`src/rtl/phyacc_pkg.sv`:
```
package phyacc_pkg;
  parameter int BANK_W = 2;
  parameter int REG_W  = 5;
  parameter int BYTE_W = 8;
  parameter int DATA_W = 16;

  // bank/offset pairs decoded by the downstream command sequencer
  parameter logic [BANK_W-1:0] BANK_MIX  = 2'd2;
  parameter logic [BANK_W-1:0] BANK_STAT = 2'd3;
  parameter logic [REG_W-1:0]  R_PADDR   = 5'h14;
  parameter logic [REG_W-1:0]  R_PCMD    = 5'h12;
  parameter logic [REG_W-1:0]  R_WLO     = 5'h16;
  parameter logic [REG_W-1:0]  R_WHI     = 5'h17;
  parameter logic [REG_W-1:0]  R_RLO     = 5'h18;
  parameter logic [REG_W-1:0]  R_RHI     = 5'h19;
  parameter logic [REG_W-1:0]  R_STAT    = 5'h0A;
  parameter int RDCMD_BIT = 0;
  parameter int BUSY_BIT  = 0;

  typedef enum logic [3:0] {
    ST_IDLE, ST_ADDR, ST_CSET, ST_CCLR, ST_WLO, ST_WHI,
    ST_POLL, ST_RLO, ST_RHI, ST_RESP
  } step_e;

  typedef struct packed {
    logic              wr;
    logic [BANK_W-1:0] bank;
    logic [REG_W-1:0]  rsel;
    logic [BYTE_W-1:0] data;
    logic              dummy;
  } ctl_op_t;
endpackage

```
`src/rtl/phyacc_opgen.sv`:
```
module phyacc_opgen
  import phyacc_pkg::*;
#(
  parameter int ADDR_W = 5
) (
  input  step_e             step,
  input  logic [ADDR_W-1:0] addr,
  input  logic [DATA_W-1:0] wdata,
  output ctl_op_t           op
);
  localparam logic [BYTE_W-1:0] RD_PULSE = BYTE_W'(1) << RDCMD_BIT;

  always_comb begin
    op = '0;
    unique case (step)
      ST_ADDR: op = '{wr: 1'b1, bank: BANK_MIX, rsel: R_PADDR,
                      data: BYTE_W'(addr), dummy: 1'b0};
      ST_CSET: op = '{wr: 1'b1, bank: BANK_MIX, rsel: R_PCMD,
                      data: RD_PULSE, dummy: 1'b0};
      ST_CCLR: op = '{wr: 1'b1, bank: BANK_MIX, rsel: R_PCMD,
                      data: '0, dummy: 1'b0};
      ST_WLO:  op = '{wr: 1'b1, bank: BANK_MIX, rsel: R_WLO,
                      data: wdata[BYTE_W-1:0], dummy: 1'b0};
      ST_WHI:  op = '{wr: 1'b1, bank: BANK_MIX, rsel: R_WHI,
                      data: wdata[DATA_W-1:BYTE_W], dummy: 1'b0};
      ST_POLL: op = '{wr: 1'b0, bank: BANK_STAT, rsel: R_STAT,
                      data: '0, dummy: 1'b1};
      ST_RLO:  op = '{wr: 1'b0, bank: BANK_MIX, rsel: R_RLO,
                      data: '0, dummy: 1'b1};
      ST_RHI:  op = '{wr: 1'b0, bank: BANK_MIX, rsel: R_RHI,
                      data: '0, dummy: 1'b1};
      default: op = '0;
    endcase
  end
endmodule

```
`src/rtl/phyacc_pollcnt.sv`:
```
module phyacc_pollcnt #(
  parameter int LIMIT = 16
) (
  input  logic clk,
  input  logic rst_n,
  input  logic clr,
  input  logic inc,
  output logic last
);
  localparam int CW = (LIMIT < 2) ? 1 : $clog2(LIMIT);
  localparam logic [CW-1:0] TOP = CW'(LIMIT - 1);

  logic [CW-1:0] cnt;

  always_ff @(posedge clk) begin
    if (!rst_n || clr) cnt <= '0;
    else if (inc && cnt != TOP) cnt <= cnt + 1'b1;
  end

  assign last = (cnt == TOP);
endmodule

```
`src/rtl/phyacc_seq.sv`:
```
module phyacc_seq
  import phyacc_pkg::*;
(
  input  logic  clk,
  input  logic  rst_n,
  input  logic  req_fire,
  input  logic  is_write,
  input  logic  op_fire,
  input  logic  op_done,
  input  logic  stat_busy,
  input  logic  poll_last,
  input  logic  rsp_fire,
  output step_e step,
  output logic  op_pending,
  output logic  poll_clr,
  output logic  poll_inc,
  output logic  cap_lo,
  output logic  cap_hi,
  output logic  set_err
);
  logic  issued;
  logic  done_ok;
  logic  op_step;
  step_e nxt;

  assign op_step    = (step != ST_IDLE) && (step != ST_RESP);
  assign op_pending = op_step && !issued;
  assign done_ok    = op_done && issued;

  assign poll_clr = req_fire;
  assign poll_inc = done_ok && (step == ST_POLL) && stat_busy;
  assign cap_lo   = done_ok && (step == ST_RLO);
  assign cap_hi   = done_ok && (step == ST_RHI);
  assign set_err  = poll_inc && poll_last;

  always_comb begin
    nxt = step;
    unique case (step)
      ST_IDLE: if (req_fire) nxt = ST_ADDR;
      ST_ADDR: if (done_ok) nxt = is_write ? ST_WLO : ST_CSET;
      ST_CSET: if (done_ok) nxt = ST_CCLR;
      ST_CCLR: if (done_ok) nxt = ST_POLL;
      ST_WLO:  if (done_ok) nxt = ST_WHI;
      ST_WHI:  if (done_ok) nxt = ST_POLL;
      ST_POLL: if (done_ok) begin
        if (stat_busy) nxt = poll_last ? ST_RESP : ST_POLL;
        else           nxt = is_write ? ST_RESP : ST_RLO;
      end
      ST_RLO:  if (done_ok) nxt = ST_RHI;
      ST_RHI:  if (done_ok) nxt = ST_RESP;
      ST_RESP: if (rsp_fire) nxt = ST_IDLE;
      default: nxt = ST_IDLE;
    endcase
  end

  always_ff @(posedge clk) begin
    if (!rst_n) begin
      step   <= ST_IDLE;
      issued <= 1'b0;
    end else begin
      step <= nxt;
      if (done_ok)      issued <= 1'b0;
      else if (op_fire) issued <= 1'b1;
    end
  end
endmodule

```
`src/rtl/phy_indirect_engine.sv`:
```
module phy_indirect_engine
  import phyacc_pkg::*;
#(
  parameter int ADDR_W     = 5,
  parameter int POLL_LIMIT = 16
) (
  input  logic              clk,
  input  logic              rst_n,
  input  logic              req_valid,
  output logic              req_ready,
  input  logic              req_write,
  input  logic [ADDR_W-1:0] req_addr,
  input  logic [15:0]       req_wdata,
  output logic              rsp_valid,
  input  logic              rsp_ready,
  output logic [15:0]       rsp_rdata,
  output logic              rsp_error,
  output logic              cmd_valid,
  input  logic              cmd_ready,
  output logic              cmd_write,
  output logic [1:0]        cmd_bank,
  output logic [4:0]        cmd_reg,
  output logic [7:0]        cmd_wdata,
  output logic              cmd_dummy,
  input  logic              cmd_done,
  input  logic [7:0]        cmd_rdata
);
  step_e             step;
  ctl_op_t           op;
  logic              op_pending;
  logic              poll_clr, poll_inc, poll_last;
  logic              cap_lo, cap_hi, set_err;
  logic              req_fire, rsp_fire, op_fire;
  logic              t_write;
  logic [ADDR_W-1:0] t_addr;
  logic [DATA_W-1:0] t_wdata;
  logic [BYTE_W-1:0] rd_lo, rd_hi;
  logic              err_q;

  assign req_ready = (step == ST_IDLE);
  assign req_fire  = req_valid && req_ready;
  assign rsp_valid = (step == ST_RESP);
  assign rsp_fire  = rsp_valid && rsp_ready;
  assign cmd_valid = op_pending;
  assign op_fire   = cmd_valid && cmd_ready;

  always_ff @(posedge clk) begin
    if (!rst_n) begin
      t_write <= 1'b0;
      t_addr  <= '0;
      t_wdata <= '0;
      rd_lo   <= '0;
      rd_hi   <= '0;
      err_q   <= 1'b0;
    end else if (req_fire) begin
      t_write <= req_write;
      t_addr  <= req_addr;
      t_wdata <= req_wdata;
      rd_lo   <= '0;
      rd_hi   <= '0;
      err_q   <= 1'b0;
    end else begin
      if (cap_lo)  rd_lo <= cmd_rdata;
      if (cap_hi)  rd_hi <= cmd_rdata;
      if (set_err) err_q <= 1'b1;
    end
  end

  phyacc_seq u_seq (
    .clk        (clk),
    .rst_n      (rst_n),
    .req_fire   (req_fire),
    .is_write   (t_write),
    .op_fire    (op_fire),
    .op_done    (cmd_done),
    .stat_busy  (cmd_rdata[BUSY_BIT]),
    .poll_last  (poll_last),
    .rsp_fire   (rsp_fire),
    .step       (step),
    .op_pending (op_pending),
    .poll_clr   (poll_clr),
    .poll_inc   (poll_inc),
    .cap_lo     (cap_lo),
    .cap_hi     (cap_hi),
    .set_err    (set_err)
  );

  phyacc_pollcnt #(.LIMIT(POLL_LIMIT)) u_poll (
    .clk   (clk),
    .rst_n (rst_n),
    .clr   (poll_clr),
    .inc   (poll_inc),
    .last  (poll_last)
  );

  phyacc_opgen #(.ADDR_W(ADDR_W)) u_opgen (
    .step  (step),
    .addr  (t_addr),
    .wdata (t_wdata),
    .op    (op)
  );

  assign cmd_write = op.wr;
  assign cmd_bank  = op.bank;
  assign cmd_reg   = op.rsel;
  assign cmd_wdata = op.data;
  assign cmd_dummy = op.dummy;
  assign rsp_rdata = {rd_hi, rd_lo};
  assign rsp_error = err_q;
endmodule

```
`config.mk`:
```
export PLATFORM = sky130hd
export DESIGN_NAME = phy_indirect_engine
export DESIGN_NICKNAME = d
export VERILOG_FILES = /design/src/rtl/phyacc_pkg.sv /design/src/rtl/phyacc_opgen.sv /design/src/rtl/phyacc_pollcnt.sv /design/src/rtl/phyacc_seq.sv /design/src/rtl/phy_indirect_engine.sv
export SDC_FILE = /design/constraint.sdc
export NUM_CORES = 1
export LEC_CHECK = 0
export ABC_AREA = 1
export CAP_MARGIN = 30
export CORE_MARGIN = 8
export CORE_UTILIZATION = 35
export DETAILED_ROUTE_END_ITERATION = 16
export DONT_BUFFER_PORTS = 1
export SLEW_MARGIN = 10
export SYNTH_ARGS = -nofsm -noshare
export SYNTH_HDL_FRONTEND = slang
export SYNTH_SLANG_ARGS = --single-unit
```
`constraint.sdc`:
```
create_clock -name clk -period 1.15 [get_ports clk]
set_input_delay 0.115 -clock clk [delete_from_list [all_inputs] [get_ports clk]]
set_output_delay 0.115 -clock clk [all_outputs]
set_load 0.03 [all_outputs]
```
==> impl_metrics.prom, run 1 <==
# TYPE chip_impl_metric gauge
chip_impl_metric{name="drcViolationCount",unit=""} 0
chip_impl_metric{name="postSynthRegisterBits",unit=""} 48
chip_impl_metric{name="detailedPlacementHpwl",unit="mm"} 4.98
chip_impl_metric{name="total_standard_cell_area_after_synthesis",unit="um^2"} 2200
chip_impl_metric{name="synth.yosys.warnings",unit=""} 0
chip_impl_metric{name="cts-root-to-sink-buffers",unit=""} 2
chip_impl_info{name="critical_path.startpoint_type",value="flop"} 1
chip_impl_metric{name="portBuffers",unit=""} 0
chip_impl_info{name="setup.worst_path.end",value="t_wdata[1]$_SDFFE_PN0P_"} 1
chip_impl_metric{name="critPathArrivalTime",unit="ns"} 1.84
chip_impl_metric{name="route.vias.total",unit=""} 2559
chip_impl_info{name="synth_commonest_cells",value="sky130_fd_sc_hd__nand2_1 (67), sky130_fd_sc_hd__dfxtp_1 (48), sky130_fd_sc_hd__a21oi_1 (43), sky130_fd_sc_hd__inv_1 (29), sky130_fd_sc_hd__o21ai_0 (24)"} 1
chip_impl_metric{name="finalPower",unit="mW"} 9.68
chip_impl_metric{name="internal_power",unit="mW"} 5.69
chip_impl_metric{name="insertedDiodeCount",unit=""} 0
chip_impl_metric{name="fraction_of_synthesized_cell_area_taken_by_the_top_area_cell_type",unit="%"} 43.6
chip_impl_metric{name="p_clk_share",unit="%"} 12.6
chip_impl_metric{name="drt_first_pass_iters",unit=""} 4
chip_impl_metric{name="placeableCoreArea",unit="um^2"} 6200
chip_impl_metric{name="io_pins",unit=""} 73
chip_impl_metric{name="layout_area_overhead",unit="%"} 100
chip_impl_metric{name="switching_share",unit="%"} 41.2
chip_impl_metric{name="finalSetupViolations",unit=""} 68
chip_impl_metric{name="async_flop_share",unit="%"} 0
chip_impl_info{name="worst_setup_path_end_kind",value="flop"} 1
chip_impl_info{name="clock-root-buffer",value="sky130_fd_sc_hd__clkbuf_8"} 1
chip_impl_metric{name="syn-mean-instance-area",unit="um^2"} 7.32
chip_impl_metric{name="avgRoutedWirePerCell",unit="um"} 16.7
chip_impl_metric{name="finalWorstPathRequiredPeriod",unit="ns"} 1.64
chip_impl_metric{name="die-width",unit="um"} 95.4
chip_impl_metric{name="clkSlewWorstSetupHoldPaths",unit="ns"} 0.09
chip_impl_metric{name="maxCapViolCount",unit=""} 0
chip_impl_metric{name="max-vdd-ir-drop",unit="uV"} 1460
chip_impl_metric{name="pin_count_of_the_biggest_net_entering_global_routing",unit=""} 19
chip_impl_metric{name="grt_first_pass_wirelength",unit="mm"} 12.8
chip_impl_metric{name="timing.reg2reg.setup_slack",unit="ns"} -0.49
chip_impl_metric{name="cp_data_required_time",unit="ns"} 1.34
chip_impl_metric{name="part_of_the_yosys_area_used_for_sequential_elements",unit="%"} 43.6
chip_impl_metric{name="grt_overflow",unit=""} 0
chip_impl_info{name="leading_area_contributor_after_synthesis",value="sky130_fd_sc_hd__dfxtp_1"} 1
chip_impl_metric{name="power_dissipated_by_switching_net_loads",unit="mW"} 3.98
chip_impl_metric{name="share_seq_of_total_power",unit="%"} 22.1
chip_impl_metric{name="post_synthesis_cell_count",unit=""} 301
chip_impl_metric{name="layoutNonFillerInstCount",unit=""} 510
chip_impl_metric{name="groute.usage.overall",unit="%"} 18.0
chip_impl_info{name="worstSetupPathType",value="reg2reg"} 1
chip_impl_metric{name="ctsHtreeMaxLevel",unit=""} 2
chip_impl_info{name="synth_area_leaders",value="sky130_fd_sc_hd__dfxtp_1 (44%), sky130_fd_sc_hd__nand2_1 (11%), sky130_fd_sc_hd__a21oi_1 (9.8%)"} 1
chip_impl_metric{name="place_ws",unit="ns"} -0.265
chip_impl_metric{name="timing.final.max_slew_violations",unit=""} 0
chip_impl_metric{name="max-slew-margin-rel",unit="%"} 72.6
chip_impl_metric{name="setup_tns",unit="ns"} -27.95
chip_impl_metric{name="hold_viol",unit=""} 0
chip_impl_metric{name="finalCritPeriodShare",unit="%"} 143
chip_impl_metric{name="initialDrtViolationCount",unit=""} 74
chip_impl_metric{name="total_leakage_power",unit="nW"} 1.79
chip_impl_info{name="cts_tree",value="done"} 1
chip_impl_metric{name="antenna_found_initial",unit=""} 0
chip_impl_metric{name="first_global_vias",unit=""} 2664
chip_impl_metric{name="dpl_cell_area",unit="um^2"} 3160
chip_impl_info{name="critPathLaunch",value="u_seq.step[3]$_SDFFE_PN0P_"} 1
chip_impl_metric{name="crit_path_max_fanout",unit=""} 7
chip_impl_metric{name="pwr_density_cell",unit="nW/um^2"} 2190
chip_impl_metric{name="insertion_delay",unit="ns"} 0.31
chip_impl_info{name="r2r_end",value="t_wdata[1]$_SDFFE_PN0P_"} 1
chip_impl_info{name="synthMostInstantiatedCell",value="sky130_fd_sc_hd__nand2_1"} 1
chip_impl_metric{name="total_length_of_routed_wires",unit="mm"} 8.50
chip_impl_metric{name="combinational_cell_fraction_of_total_power",unit="%"} 65.2
chip_impl_metric{name="timing_worst_slew_pin_value",unit="ns"} 0.408
chip_impl_metric{name="final_nets",unit=""} 469
chip_impl_info{name="unrepaired_setup_endpoints_after_global_routing",value="yes"} 1
chip_impl_metric{name="final_core_util",unit="%"} 71.1
chip_impl_metric{name="gp_congestion",unit=""} 0.798
chip_impl_info{name="outcome",value="finished with violations"} 1
chip_impl_metric{name="final_layout_size_suffix_gt1_share",unit="%"} 55.4
chip_impl_metric{name="rows",unit=""} 29
chip_impl_metric{name="finClkSkew",unit="ns"} 0.00443
chip_impl_metric{name="fmaxAchievable",unit="GHz"} 0.608
chip_impl_info{name="synth-main-ff-cell",value="sky130_fd_sc_hd__dfxtp_1"} 1
chip_impl_info{name="hp-class",value="in2reg"} 1
chip_impl_metric{name="die_outline_area",unit="um^2"} 9090
chip_impl_info{name="failed_checks",value="negative setup slack"} 1
chip_impl_metric{name="cts_inserted_buffers",unit=""} 5
chip_impl_metric{name="final_worst_setup_slack",unit="ns"} -0.494
chip_impl_metric{name="synth_edf_count",unit=""} 0
chip_impl_metric{name="cts.sinks",unit=""} 48
chip_impl_metric{name="synth_unique_cells",unit=""} 30
chip_impl_metric{name="drt-vias-per-instance",unit=""} 5.02
chip_impl_info{name="r2r-start",value="u_seq.step[3]$_SDFFE_PN0P_"} 1
chip_impl_metric{name="placed_cells_incl_taps",unit=""} 442
chip_impl_metric{name="ant_nets",unit=""} 0
chip_impl_metric{name="initial_core_util",unit="%"} 35.5
chip_impl_metric{name="synth.net_count",unit=""} 338
chip_impl_metric{name="final_design_area_no_fill",unit="um^2"} 4410
chip_impl_metric{name="die_y",unit="um"} 95.4
chip_impl_metric{name="fin_worst_hold_slack",unit="ns"} 0.00272
chip_impl_metric{name="reg2reg_depth",unit=""} 10
==> timing repair <==
item,4_1_cts,5_1_grt
endpoints found under the setup margin,68,68
hold buffers,31,0
endpoints found under the hold margin,39,0
gates cloned,5,0
pin swaps,24,23
resized for setup,93,40
setup buffers,21,7
==> worst max-delay path: stages (launching register included) <==
cell	delay (ns)
sky130_fd_sc_hd__dfxtp_4	0.38
sky130_fd_sc_hd__nor2_4	0.25
sky130_fd_sc_hd__buf_6	0.16
sky130_fd_sc_hd__nand2_8	0.06
sky130_fd_sc_hd__inv_8	0.05
sky130_fd_sc_hd__buf_6	0.10
sky130_fd_sc_hd__nand2_8	0.11
sky130_fd_sc_hd__buf_6	0.16
sky130_fd_sc_hd__buf_16	0.13
sky130_fd_sc_hd__nand2_4	0.05
sky130_fd_sc_hd__a21oi_2	0.05
==> kinds of logic (layout without fill, tap and decap cells) <==
| kind of cell | after synthesis | count (layout) | share of synthesized area (%) |
|---|---|---|---|
| AND/OR/NAND/NOR | 127 | 127 | 26.8 |
| AO/OA/AOI/OAI | 77 | 77 | 18.4 |
| flip-flops | 48 | 48 | 43.6 |
| buffers and inverters | 46 | 178 | 9.76 |
| XOR/XNOR | 2 | 2 | 0.795 |
| adder cells (fa/ha/maj) | 1 | 1 | 0.567 |
==> state kept, by name, indices dropped and copies added, names as in the netlist <==
register / flops
rsp_error: 1
t_wdata: 16
u_seq.step: 4
rd_hi: 8
t_write: 1
t_addr: 5
u_seq.issued: 1
rd_lo: 8
u_poll.cnt: 4
==> power by group through the flow <==
| stage | logic (mW) | registers [mW] | clock network, mW |
|---|---|---|---|
| floorplan | 2.66 | 2.11 | 0 |
| global placement | 4.06 | 2.12 | 0 |
| detailed placement | 4.10 | 2.14 | 0 |
| CTS | 5.92 | 2.13 | 1.25 |
| global route | 6.63 | 2.17 | 1.30 |
| finish | 6.31 | 2.14 | 1.22 |
==> layout by cell type (no fill, tap or decap), types with 4 or more instances in the layout <==
cell                            synthesis  routed
sky130_fd_sc_hd__a21oi_1               43      11
sky130_fd_sc_hd__a21oi_2                0      32
sky130_fd_sc_hd__buf_12                 0      10
sky130_fd_sc_hd__buf_16                 0       4
sky130_fd_sc_hd__buf_4                  2      59
sky130_fd_sc_hd__buf_6                  3      29
sky130_fd_sc_hd__clkbuf_8               0       5
sky130_fd_sc_hd__dfxtp_1               48      44
sky130_fd_sc_hd__dlygate4sd3_1          0      31
sky130_fd_sc_hd__inv_1                 29      21
sky130_fd_sc_hd__inv_4                  0       5
sky130_fd_sc_hd__nand2_1               67      42
sky130_fd_sc_hd__nand2_2                5      16
sky130_fd_sc_hd__nand2_4                2      12
sky130_fd_sc_hd__nand2_8                0       4
sky130_fd_sc_hd__nand3_1               22      18
sky130_fd_sc_hd__nor2_1                18      14
sky130_fd_sc_hd__nor2_4                 4       9
sky130_fd_sc_hd__o21ai_2                0      15
sky130_fd_sc_hd__o21ai_4                0       6
sky130_fd_sc_hd__o221ai_4               0       4
==> layer usage <==
layer,up-vias,global-route usage [%],part of all wire (%)
met5,-,0,0
met4,0,6.37,2.1
met3,19,4.49,6.7
met2,83,34.5,54
met1,1212,18.5,37
li1,1245,-,-
==> worst min path at each step <==
stage | start | endpoint | slack [ns] | cells past startpoint
final | req_wdata[7] | t_wdata[7]$_SDFFE_PN0P_ | 0.003 | 2
after global routing | req_wdata[7] | t_wdata[7]$_SDFFE_PN0P_ | 0.003 | 2
after CTS | req_wdata[7] | t_wdata[7]$_SDFFE_PN0P_ | 0.02 | 2
after detailed placement | rst_n | t_wdata[12]$_SDFFE_PN0P_ | 0.24 | 2
after global placement | rst_n | t_addr[2]$_SDFFE_PN0P_ | 0.24 | 2
after floorplan | cmd_rdata[0] | rd_lo[0]$_SDFFE_PP0P_ | 0.26 | 2
==> layout make-up <==
cell class,instances,area (um^2)
clock buffer,6,72.6
clock inverter,2,35.0
fill,444,1800
inverter,34,158
multi-input combinational,207,1640
sequential,48,973
tap,77,96.3
timing repair buffer,136,1440
(Power assumes the default switching activity.)
==> run 2, diff against run 1 <==
BUFFER_PORTS_ARGS = -buffer_cell sky130_fd_sc_hd__buf_2   (was default)
DONT_BUFFER_PORTS = default   (was 1)
==> run 2 against run 1 <==
The flow still finishes with violations (negative setup slack). Utilization down 2.6 points. Fmax fell by 1.6%. Worst setup slack got worse by 0.027 ns. Highest routed layer unchanged.
==> impl_metrics.prom, run 2 (same netlist as run 1, synthesis figures left out) <==
# TYPE chip_impl_metric gauge
chip_impl_info{name="regMostFlops",value="t_wdata"} 1
chip_impl_metric{name="maxCapViolCount",unit=""} 0
chip_impl_metric{name="pin_count_of_the_biggest_net_entering_global_routing",unit=""} 17
chip_impl_metric{name="cp_data_required_time",unit="ns"} 1.35
chip_impl_metric{name="die_y",unit="um"} 95.4
chip_impl_metric{name="final_layout_size_suffix_gt1_share",unit="%"} 62.7
chip_impl_metric{name="antenna_found_initial",unit=""} 0
chip_impl_metric{name="timing_worst_slew_pin_value",unit="ns"} 0.381
chip_impl_info{name="gr-max-usage-layer",value="met2"} 1
chip_impl_metric{name="portBuffers",unit=""} 72
chip_impl_metric{name="finalWorstPathRequiredPeriod",unit="ns"} 1.67
chip_impl_metric{name="max-vdd-ir-drop",unit="uV"} 1490
chip_impl_metric{name="rows",unit=""} 29
chip_impl_info{name="worstSetupPathType",value="reg2reg"} 1
chip_impl_metric{name="io_pins",unit=""} 73
chip_impl_metric{name="final_worst_setup_slack",unit="ns"} -0.522
chip_impl_metric{name="max-slew-margin-rel",unit="%"} 74.4
chip_impl_metric{name="initialDrtViolationCount",unit=""} 95
chip_impl_metric{name="drcViolationCount",unit=""} 0
chip_impl_info{name="clock-root-buffer",value="sky130_fd_sc_hd__clkbuf_8"} 1
chip_impl_metric{name="insertion_delay",unit="ns"} 0.31
chip_impl_info{name="r2r-start",value="u_seq.step[1]$_SDFFE_PN0P_"} 1
chip_impl_metric{name="crit_path_max_fanout",unit=""} 8
chip_impl_metric{name="detailedPlacementHpwl",unit="mm"} 5.00
chip_impl_metric{name="critPathMaxStageDelay",unit="ns"} 0.39
chip_impl_metric{name="cts_hold_buffers",unit=""} 0
chip_impl_info{name="outcome",value="finished with violations"} 1
chip_impl_metric{name="critPathArrivalTime",unit="ns"} 1.87
chip_impl_info{name="worst_setup_path_end_kind",value="flop"} 1
chip_impl_metric{name="grt_first_pass_wirelength",unit="mm"} 12.4
chip_impl_metric{name="final_nets",unit=""} 476
chip_impl_metric{name="die_outline_area",unit="um^2"} 9090
chip_impl_metric{name="met3_usage",unit="%"} 4.72
chip_impl_info{name="path_cells",value="buf_6 > nor2_4 > nand2_4 > inv_8 > buf_6 > nand2_8 > buf_12 > buf_12 > o21ai_4 > a21oi_2"} 1
chip_impl_metric{name="use_met2",unit="%"} 31.0
chip_impl_metric{name="use_met1",unit="%"} 19.2
chip_impl_metric{name="total_leakage_power",unit="nW"} 1.82
chip_impl_metric{name="die-width",unit="um"} 95.4
chip_impl_metric{name="groute.usage.overall",unit="%"} 17.3
chip_impl_metric{name="gp_congestion",unit=""} 0.868
chip_impl_metric{name="cts.sinks",unit=""} 48
chip_impl_info{name="crit_slowest_cell",value="sky130_fd_sc_hd__dfxtp_4"} 1
chip_impl_metric{name="setup_tns",unit="ns"} -26.96
chip_impl_metric{name="pwr_density_cell",unit="nW/um^2"} 2270
chip_impl_metric{name="insertedDiodeCount",unit=""} 0
chip_impl_metric{name="cts-root-to-sink-buffers",unit=""} 2
chip_impl_info{name="critical_path.startpoint_type",value="flop"} 1
chip_impl_metric{name="fmaxAchievable",unit="GHz"} 0.598
chip_impl_metric{name="avgRoutedWirePerCell",unit="um"} 15.1
chip_impl_info{name="commonest_non_fill_non_tap_cell_in_the_layout",value="sky130_fd_sc_hd__buf_2"} 1
chip_impl_info{name="largestRegisters",value="t_wdata: 16 flops, rd_hi: 8 flops, rd_lo: 8 flops"} 1
chip_impl_metric{name="fin_worst_hold_slack",unit="ns"} 0.0513
chip_impl_metric{name="timing.reg2reg.setup_slack",unit="ns"} -0.52
chip_impl_metric{name="placeableCoreArea",unit="um^2"} 6200
chip_impl_metric{name="place_ws",unit="ns"} -0.291
chip_impl_metric{name="finalSetupViolations",unit=""} 68
chip_impl_metric{name="finClkSkew",unit="ns"} 0.00871
chip_impl_metric{name="first_global_vias",unit=""} 2615
chip_impl_metric{name="hold_viol",unit=""} 0
chip_impl_info{name="r2r_end",value="t_wdata[8]$_SDFFE_PN0P_"} 1
chip_impl_info{name="layout_common_cells",value="sky130_fd_sc_hd__buf_2 (52), sky130_fd_sc_hd__nand2_1 (47), sky130_fd_sc_hd__buf_4 (44)"} 1
chip_impl_metric{name="drt_first_pass_iters",unit=""} 4
chip_impl_metric{name="finalPower",unit="mW"} 9.64
chip_impl_metric{name="ant_nets",unit=""} 0
chip_impl_metric{name="timing.final.max_slew_violations",unit=""} 0
chip_impl_metric{name="final_core_util",unit="%"} 68.4
chip_impl_metric{name="clkSlewWorstSetupHoldPaths",unit="ns"} 0.10
chip_impl_info{name="hp-class",value="in2reg"} 1
chip_impl_metric{name="drt-vias-per-instance",unit=""} 4.88
chip_impl_metric{name="total_length_of_routed_wires",unit="mm"} 7.79
chip_impl_info{name="hp-start",value="req_wdata[10]"} 1
chip_impl_metric{name="grt_overflow",unit=""} 0
chip_impl_metric{name="cts_inserted_buffers",unit=""} 5
chip_impl_metric{name="finalCritPeriodShare",unit="%"} 145
chip_impl_metric{name="max_reg_flops",unit=""} 16
chip_impl_info{name="unrepaired_setup_endpoints_after_global_routing",value="yes"} 1
chip_impl_metric{name="initial_core_util",unit="%"} 35.5
chip_impl_info{name="failed_checks",value="negative setup slack"} 1
chip_impl_info{name="hold_end",value="t_wdata[10]$_SDFFE_PN0P_"} 1
chip_impl_metric{name="route.vias.total",unit=""} 2524
chip_impl_metric{name="hold_depth",unit=""} 3
chip_impl_metric{name="layout_area_overhead",unit="%"} 92.6
chip_impl_metric{name="ctsHtreeMaxLevel",unit=""} 2
chip_impl_info{name="cts_tree",value="done"} 1
chip_impl_metric{name="reg2reg_depth",unit=""} 10
==> run 2: changes by cell type in the layout (fill, tap and decap cells not counted), sizes merged <==
| cell | before | now |
|---|---|---|
| bufinv | 1 | 2 |
| buf | 105 | 143 |
| dlygate4sd3 | 31 | 0 |
| clkbuf | 6 | 5 |
==> run 2: critical path: cells and delay by family (launching register included) <==
family                 cells  cell delay, ns
AOI/OAI and AO/OA          2            0.18
DFF                        1            0.39
and+or+nand+nor            3            0.40
buffers and inverters      5            0.58
==> run 2: how the worst max path moves through the flow <==
stage                     slack [ns]                 endpoint                  startpoint  cells past startpoint
after floorplan                -0.19               cmd_reg[4]  u_seq.step[2]$_SDFFE_PN0P_                      5
after global placement         -0.28             cmd_wdata[0]  u_seq.step[2]$_SDFFE_PN0P_                      7
after detailed placement       -0.29    rd_hi[5]$_SDFFE_PP0P_  u_seq.step[1]$_SDFFE_PN0P_                      7
after CTS                      -0.51             cmd_wdata[6]  u_seq.step[0]$_SDFFE_PN0P_                      6
after global routing           -0.57  t_wdata[8]$_SDFFE_PN0P_  u_seq.step[1]$_SDFFE_PN0P_                     10
final                          -0.52  t_wdata[8]$_SDFFE_PN0P_  u_seq.step[1]$_SDFFE_PN0P_                     10
==> run 2: routing by layer <==
layer,vias up,share of wire [%],wire length (um)
met4,0,1.5,116
met5,-,0,0
li1,1268,-,-
met2,69,51,3980
met1,1172,42,3240
met3,15,5.8,449
==> run 2: cell type report <==
| type | instances | area, um^2 |
|---|---|---|
| multi-input cells | 207 | 1630 |
| inverters | 34 | 158 |
| fillers | 498 | 1960 |
| clock buffers | 5 | 68.8 |
| flip-flops and latches | 48 | 977 |
| clock inverters | 3 | 68.8 |
| repair buffers | 143 | 1250 |
| well taps | 77 | 96.3 |
==> run 2: metrics by stage <==
step / instances / instance area (um^2)
after floorplan: 301 / 2530
after global placement: 481 / 3220
after detailed placement: 481 / 3220
after CTS: 509 / 4050
after global routing: 517 / 4250
final: 517 / 4250
==> run 2: what timing repair did <==
action	CTS	global route
buffers inserted	16	14
cloned	5	0
resized for setup	111	46
setup endpoints to repair	68	68
pin swaps	25	15
==> run 2: power by group <==
group,switching (mW),internal [mW],total (mW)
clock network,0.636,0.876,1.51
registers,0.201,1.96,2.16
logic,3.11,2.85,5.96
total,3.95,5.69,9.64
==> run 3, diff against run 2 <==
ABC_AREA = default   (was 1)
SETUP_SLACK_MARGIN = 0.02   (was default)
==> run 3 against run 2 <==
Sequential share of layout area increased by 1.1 points. Largest cell class unchanged. Hold slack got worse by 0.010 ns. Largest power group unchanged. Clock skew decreased by 0.0025 ns. Utilization decreased by 4.8 points. Highest routed layer is now met5. The flow still finishes with violations (negative setup slack). Final cell count decreased by 9.1%. Non-clock buffer count decreased by 2. Worst setup slack got worse by 0.072 ns. Clock-buffer cell count increased by 1.
==> impl_metrics.prom, run 3 <==
# TYPE chip_impl_metric gauge
chip_impl_metric{name="layout_area_overhead",unit="%"} 75.2
chip_impl_metric{name="portBuffers",unit=""} 72
chip_impl_metric{name="total_length_of_routed_wires",unit="mm"} 7.39
chip_impl_info{name="synth-main-ff-cell",value="sky130_fd_sc_hd__dfxtp_1"} 1
chip_impl_metric{name="final_design_area_no_fill",unit="um^2"} 4040
chip_impl_metric{name="syn-mean-instance-area",unit="um^2"} 8.73
chip_impl_metric{name="hold_viol",unit=""} 0
chip_impl_metric{name="first_global_vias",unit=""} 2427
chip_impl_info{name="worst_setup_path_end_kind",value="flop"} 1
chip_impl_metric{name="initial_core_util",unit="%"} 36.3
chip_impl_metric{name="timing_worst_slew_pin_value",unit="ns"} 0.383
chip_impl_metric{name="placeableCoreArea",unit="um^2"} 6350
chip_impl_metric{name="die-width",unit="um"} 97.1
chip_impl_metric{name="final_worst_setup_slack",unit="ns"} -0.593
chip_impl_metric{name="maxCapViolCount",unit=""} 0
chip_impl_metric{name="placed_cells_incl_taps",unit=""} 438
chip_impl_metric{name="max_reg_flops",unit=""} 16
chip_impl_metric{name="route.met2.wl",unit="mm"} 3.79
chip_impl_metric{name="m1WireLength",unit="mm"} 2.96
chip_impl_info{name="synth_area_leaders",value="sky130_fd_sc_hd__dfxtp_1 (42%), sky130_fd_sc_hd__a21boi_2 (9.8%), sky130_fd_sc_hd__nand2_1 (8.5%)"} 1
chip_impl_metric{name="pin_count_of_the_biggest_net_entering_global_routing",unit=""} 23
chip_impl_info{name="dr.max_layer_used",value="met5"} 1
chip_impl_metric{name="pwr_density_cell",unit="nW/um^2"} 1820
chip_impl_metric{name="drt_first_pass_iters",unit=""} 4
chip_impl_metric{name="die_outline_area",unit="um^2"} 9440
chip_impl_metric{name="die_y",unit="um"} 97.1
chip_impl_metric{name="ant_nets",unit=""} 0
chip_impl_metric{name="final_nets",unit=""} 431
chip_impl_metric{name="detailedPlacementHpwl",unit="mm"} 4.79
chip_impl_info{name="clock-root-buffer",value="sky130_fd_sc_hd__clkbuf_8"} 1
chip_impl_info{name="synth_commonest_cells",value="sky130_fd_sc_hd__nand2_1 (52), sky130_fd_sc_hd__dfxtp_1 (48), sky130_fd_sc_hd__nor2_1 (28), sky130_fd_sc_hd__a21boi_2 (20), sky130_fd_sc_hd__mux2i_1 (18)"} 1
chip_impl_metric{name="final_layout_size_suffix_gt1_share",unit="%"} 63.6
chip_impl_metric{name="async_flop_share",unit="%"} 0
chip_impl_metric{name="postSynthRegisterBits",unit=""} 48
chip_impl_info{name="commonest_non_fill_non_tap_cell_in_the_layout",value="sky130_fd_sc_hd__buf_2"} 1
chip_impl_metric{name="layoutNonFillerInstCount",unit=""} 470
chip_impl_info{name="failed_checks",value="negative setup slack"} 1
chip_impl_metric{name="max-slew-margin-rel",unit="%"} 74.3
chip_impl_metric{name="io_pins",unit=""} 73
chip_impl_info{name="leading_area_contributor_after_synthesis",value="sky130_fd_sc_hd__dfxtp_1"} 1
chip_impl_metric{name="part_of_the_yosys_area_used_for_sequential_elements",unit="%"} 41.7
chip_impl_metric{name="synth.net_count",unit=""} 301
chip_impl_metric{name="cts_inserted_buffers",unit=""} 5
chip_impl_info{name="critical_path.startpoint_type",value="flop"} 1
chip_impl_info{name="layout_common_cells",value="sky130_fd_sc_hd__buf_2 (52), sky130_fd_sc_hd__dfxtp_1 (44), sky130_fd_sc_hd__buf_6 (42)"} 1
chip_impl_metric{name="groute.usage.overall",unit="%"} 14.3
chip_impl_metric{name="cts.sinks",unit=""} 48
chip_impl_metric{name="fmaxAchievable",unit="GHz"} 0.574
chip_impl_metric{name="rows",unit=""} 29
chip_impl_metric{name="ctsHtreeMaxLevel",unit=""} 2
chip_impl_metric{name="grt_overflow",unit=""} 0
chip_impl_metric{name="cts-root-to-sink-buffers",unit=""} 2
chip_impl_metric{name="timing.final.max_slew_violations",unit=""} 0
chip_impl_info{name="outcome",value="finished with violations"} 1
chip_impl_metric{name="dpl_cell_area",unit="um^2"} 3190
chip_impl_info{name="synthMostInstantiatedCell",value="sky130_fd_sc_hd__nand2_1"} 1
chip_impl_metric{name="critPathArrivalTime",unit="ns"} 1.99
chip_impl_metric{name="dr_wl_met3",unit="um"} 503
chip_impl_metric{name="synth.yosys.warnings",unit=""} 0
chip_impl_metric{name="avgRoutedWirePerCell",unit="um"} 15.7
chip_impl_metric{name="place_ws",unit="ns"} -0.398
chip_impl_metric{name="route.vias.total",unit=""} 2395
chip_impl_metric{name="multi_input_area",unit="um^2"} 1600
chip_impl_metric{name="finalSetupViolations",unit=""} 68
chip_impl_metric{name="clkSlewWorstSetupHoldPaths",unit="ns"} 0.09
chip_impl_metric{name="layout.filler_cells",unit=""} 523
chip_impl_info{name="regMostFlops",value="t_wdata"} 1
chip_impl_info{name="largestRegisters",value="t_wdata: 16 flops, rd_hi: 8 flops, rd_lo: 8 flops"} 1
chip_impl_metric{name="total_leakage_power",unit="nW"} 1.73
chip_impl_info{name="worstSetupPathType",value="reg2reg"} 1
chip_impl_metric{name="cp_data_required_time",unit="ns"} 1.40
chip_impl_metric{name="max-vdd-ir-drop",unit="uV"} 1700
chip_impl_metric{name="insertion_delay",unit="ns"} 0.30
chip_impl_info{name="unrepaired_setup_endpoints_after_global_routing",value="yes"} 1
chip_impl_metric{name="antenna_found_initial",unit=""} 1
chip_impl_metric{name="total_standard_cell_area_after_synthesis",unit="um^2"} 2300
chip_impl_metric{name="finalCritPeriodShare",unit="%"} 152
chip_impl_metric{name="synth_unique_cells",unit=""} 43
chip_impl_metric{name="fraction_of_synthesized_cell_area_taken_by_the_top_area_cell_type",unit="%"} 41.7
chip_impl_metric{name="finClkSkew",unit="ns"} 0.00621
chip_impl_metric{name="drcViolationCount",unit=""} 0
chip_impl_metric{name="gp_congestion",unit=""} 0.790
chip_impl_metric{name="post_synthesis_cell_count",unit=""} 264
chip_impl_metric{name="synth_edf_count",unit=""} 0
chip_impl_metric{name="finalWorstPathRequiredPeriod",unit="ns"} 1.74
chip_impl_metric{name="finalPower",unit="mW"} 7.33
chip_impl_info{name="cts_tree",value="done"} 1
chip_impl_metric{name="grt_first_pass_wirelength",unit="mm"} 11.4
chip_impl_metric{name="drt-vias-per-instance",unit=""} 5.10
chip_impl_metric{name="final_core_util",unit="%"} 63.6
chip_impl_metric{name="cts_hold_buffers",unit=""} 0
chip_impl_metric{name="insertedDiodeCount",unit=""} 0
chip_impl_metric{name="initialDrtViolationCount",unit=""} 144
chip_impl_metric{name="crit_path_max_fanout",unit=""} 8
chip_impl_metric{name="sequential_cell_area",unit="um^2"} 973
chip_impl_info{name="hp-class",value="in2reg"} 1
==> run 3: final cells by class <==
type                            instances  share of cell area (%)
Timing Repair Buffer                  141                    30.6
Clock buffer                            6                    2.32
Sequential cell                        48                    24.1
Multi-Input combinational cell        189                    39.7
Tap cell                               77                    2.39
Inverter                                9                   0.961
==> run 3: cell families after synthesis <==
| group | count (synthesis) | synth area share [%] |
|---|---|---|
| muxes | 18 | 7.82 |
| and+or+nand+nor | 114 | 22.6 |
| adders and majority gates | 1 | 0.543 |
| xor gates and xnor gates | 3 | 1.14 |
| buffers and inverters | 27 | 6.13 |
| DFF | 48 | 41.7 |
| AOI/OAI and AO/OA | 53 | 20.0 |
==> run 3: metal layers <==
layer,vias to the layer above,track usage [%]
met5,-,0
met4,2,4.73
met3,14,5.33
met2,68,24.4
met1,1140,15.9
li1,1171,-
==> run 3: repair_timing <==
item,CTS,global route
pin swaps,20,25
buffers inserted,19,12
resized for setup,96,49
setup endpoints to repair,68,68
gates cloned,2,1
==> run 3: stage by stage <==
step | hold WS, ns | TNS [ns]
2_1_floorplan | 0.250 | -21.11
3_3_place_gp | 0.363 | -20.05
3_5_place_dp | 0.369 | -21.26
4_1_cts | 0.0418 | -32.53
5_1_grt | 0.0325 | -37.44
6_report | 0.0413 | -33.79
==> run 3: where the power goes <==
group | total (mW) | leakage (nW) | internal (mW) | switching, mW
Clock | 1.10 | 0.0483 | 0.538 | 0.558
Combinational | 4.21 | 1.29 | 2.11 | 2.10
Sequential | 2.02 | 0.393 | 1.86 | 0.163
==> run 3: path summary, 6_finish.rpt <==
path	cells past startpoint	from	slack [ns]	end
max	7	u_seq.step[3]$_SDFFE_PN0P_	-0.59	t_wdata[14]$_SDFFE_PN0P_
min	3	req_wdata[0]	0.04	t_wdata[0]$_SDFFE_PN0P_
max reg2reg	7	u_seq.step[3]$_SDFFE_PN0P_	-0.59	t_wdata[14]$_SDFFE_PN0P_
min reg2reg	2	t_wdata[12]$_SDFFE_PN0P_	0.46	t_wdata[12]$_SDFFE_PN0P_
==> run 3: worst max-delay path, stage by stage, from the launching register on <==
cell and delay, ns:
sky130_fd_sc_hd__dfxtp_2 0.34, sky130_fd_sc_hd__buf_6 0.11, sky130_fd_sc_hd__or4_4 0.56, sky130_fd_sc_hd__inv_6 0.10, sky130_fd_sc_hd__and2_4 0.21, sky130_fd_sc_hd__clkbuf_16 0.18, sky130_fd_sc_hd__nand2_1 0.08, sky130_fd_sc_hd__a21boi_2 0.10
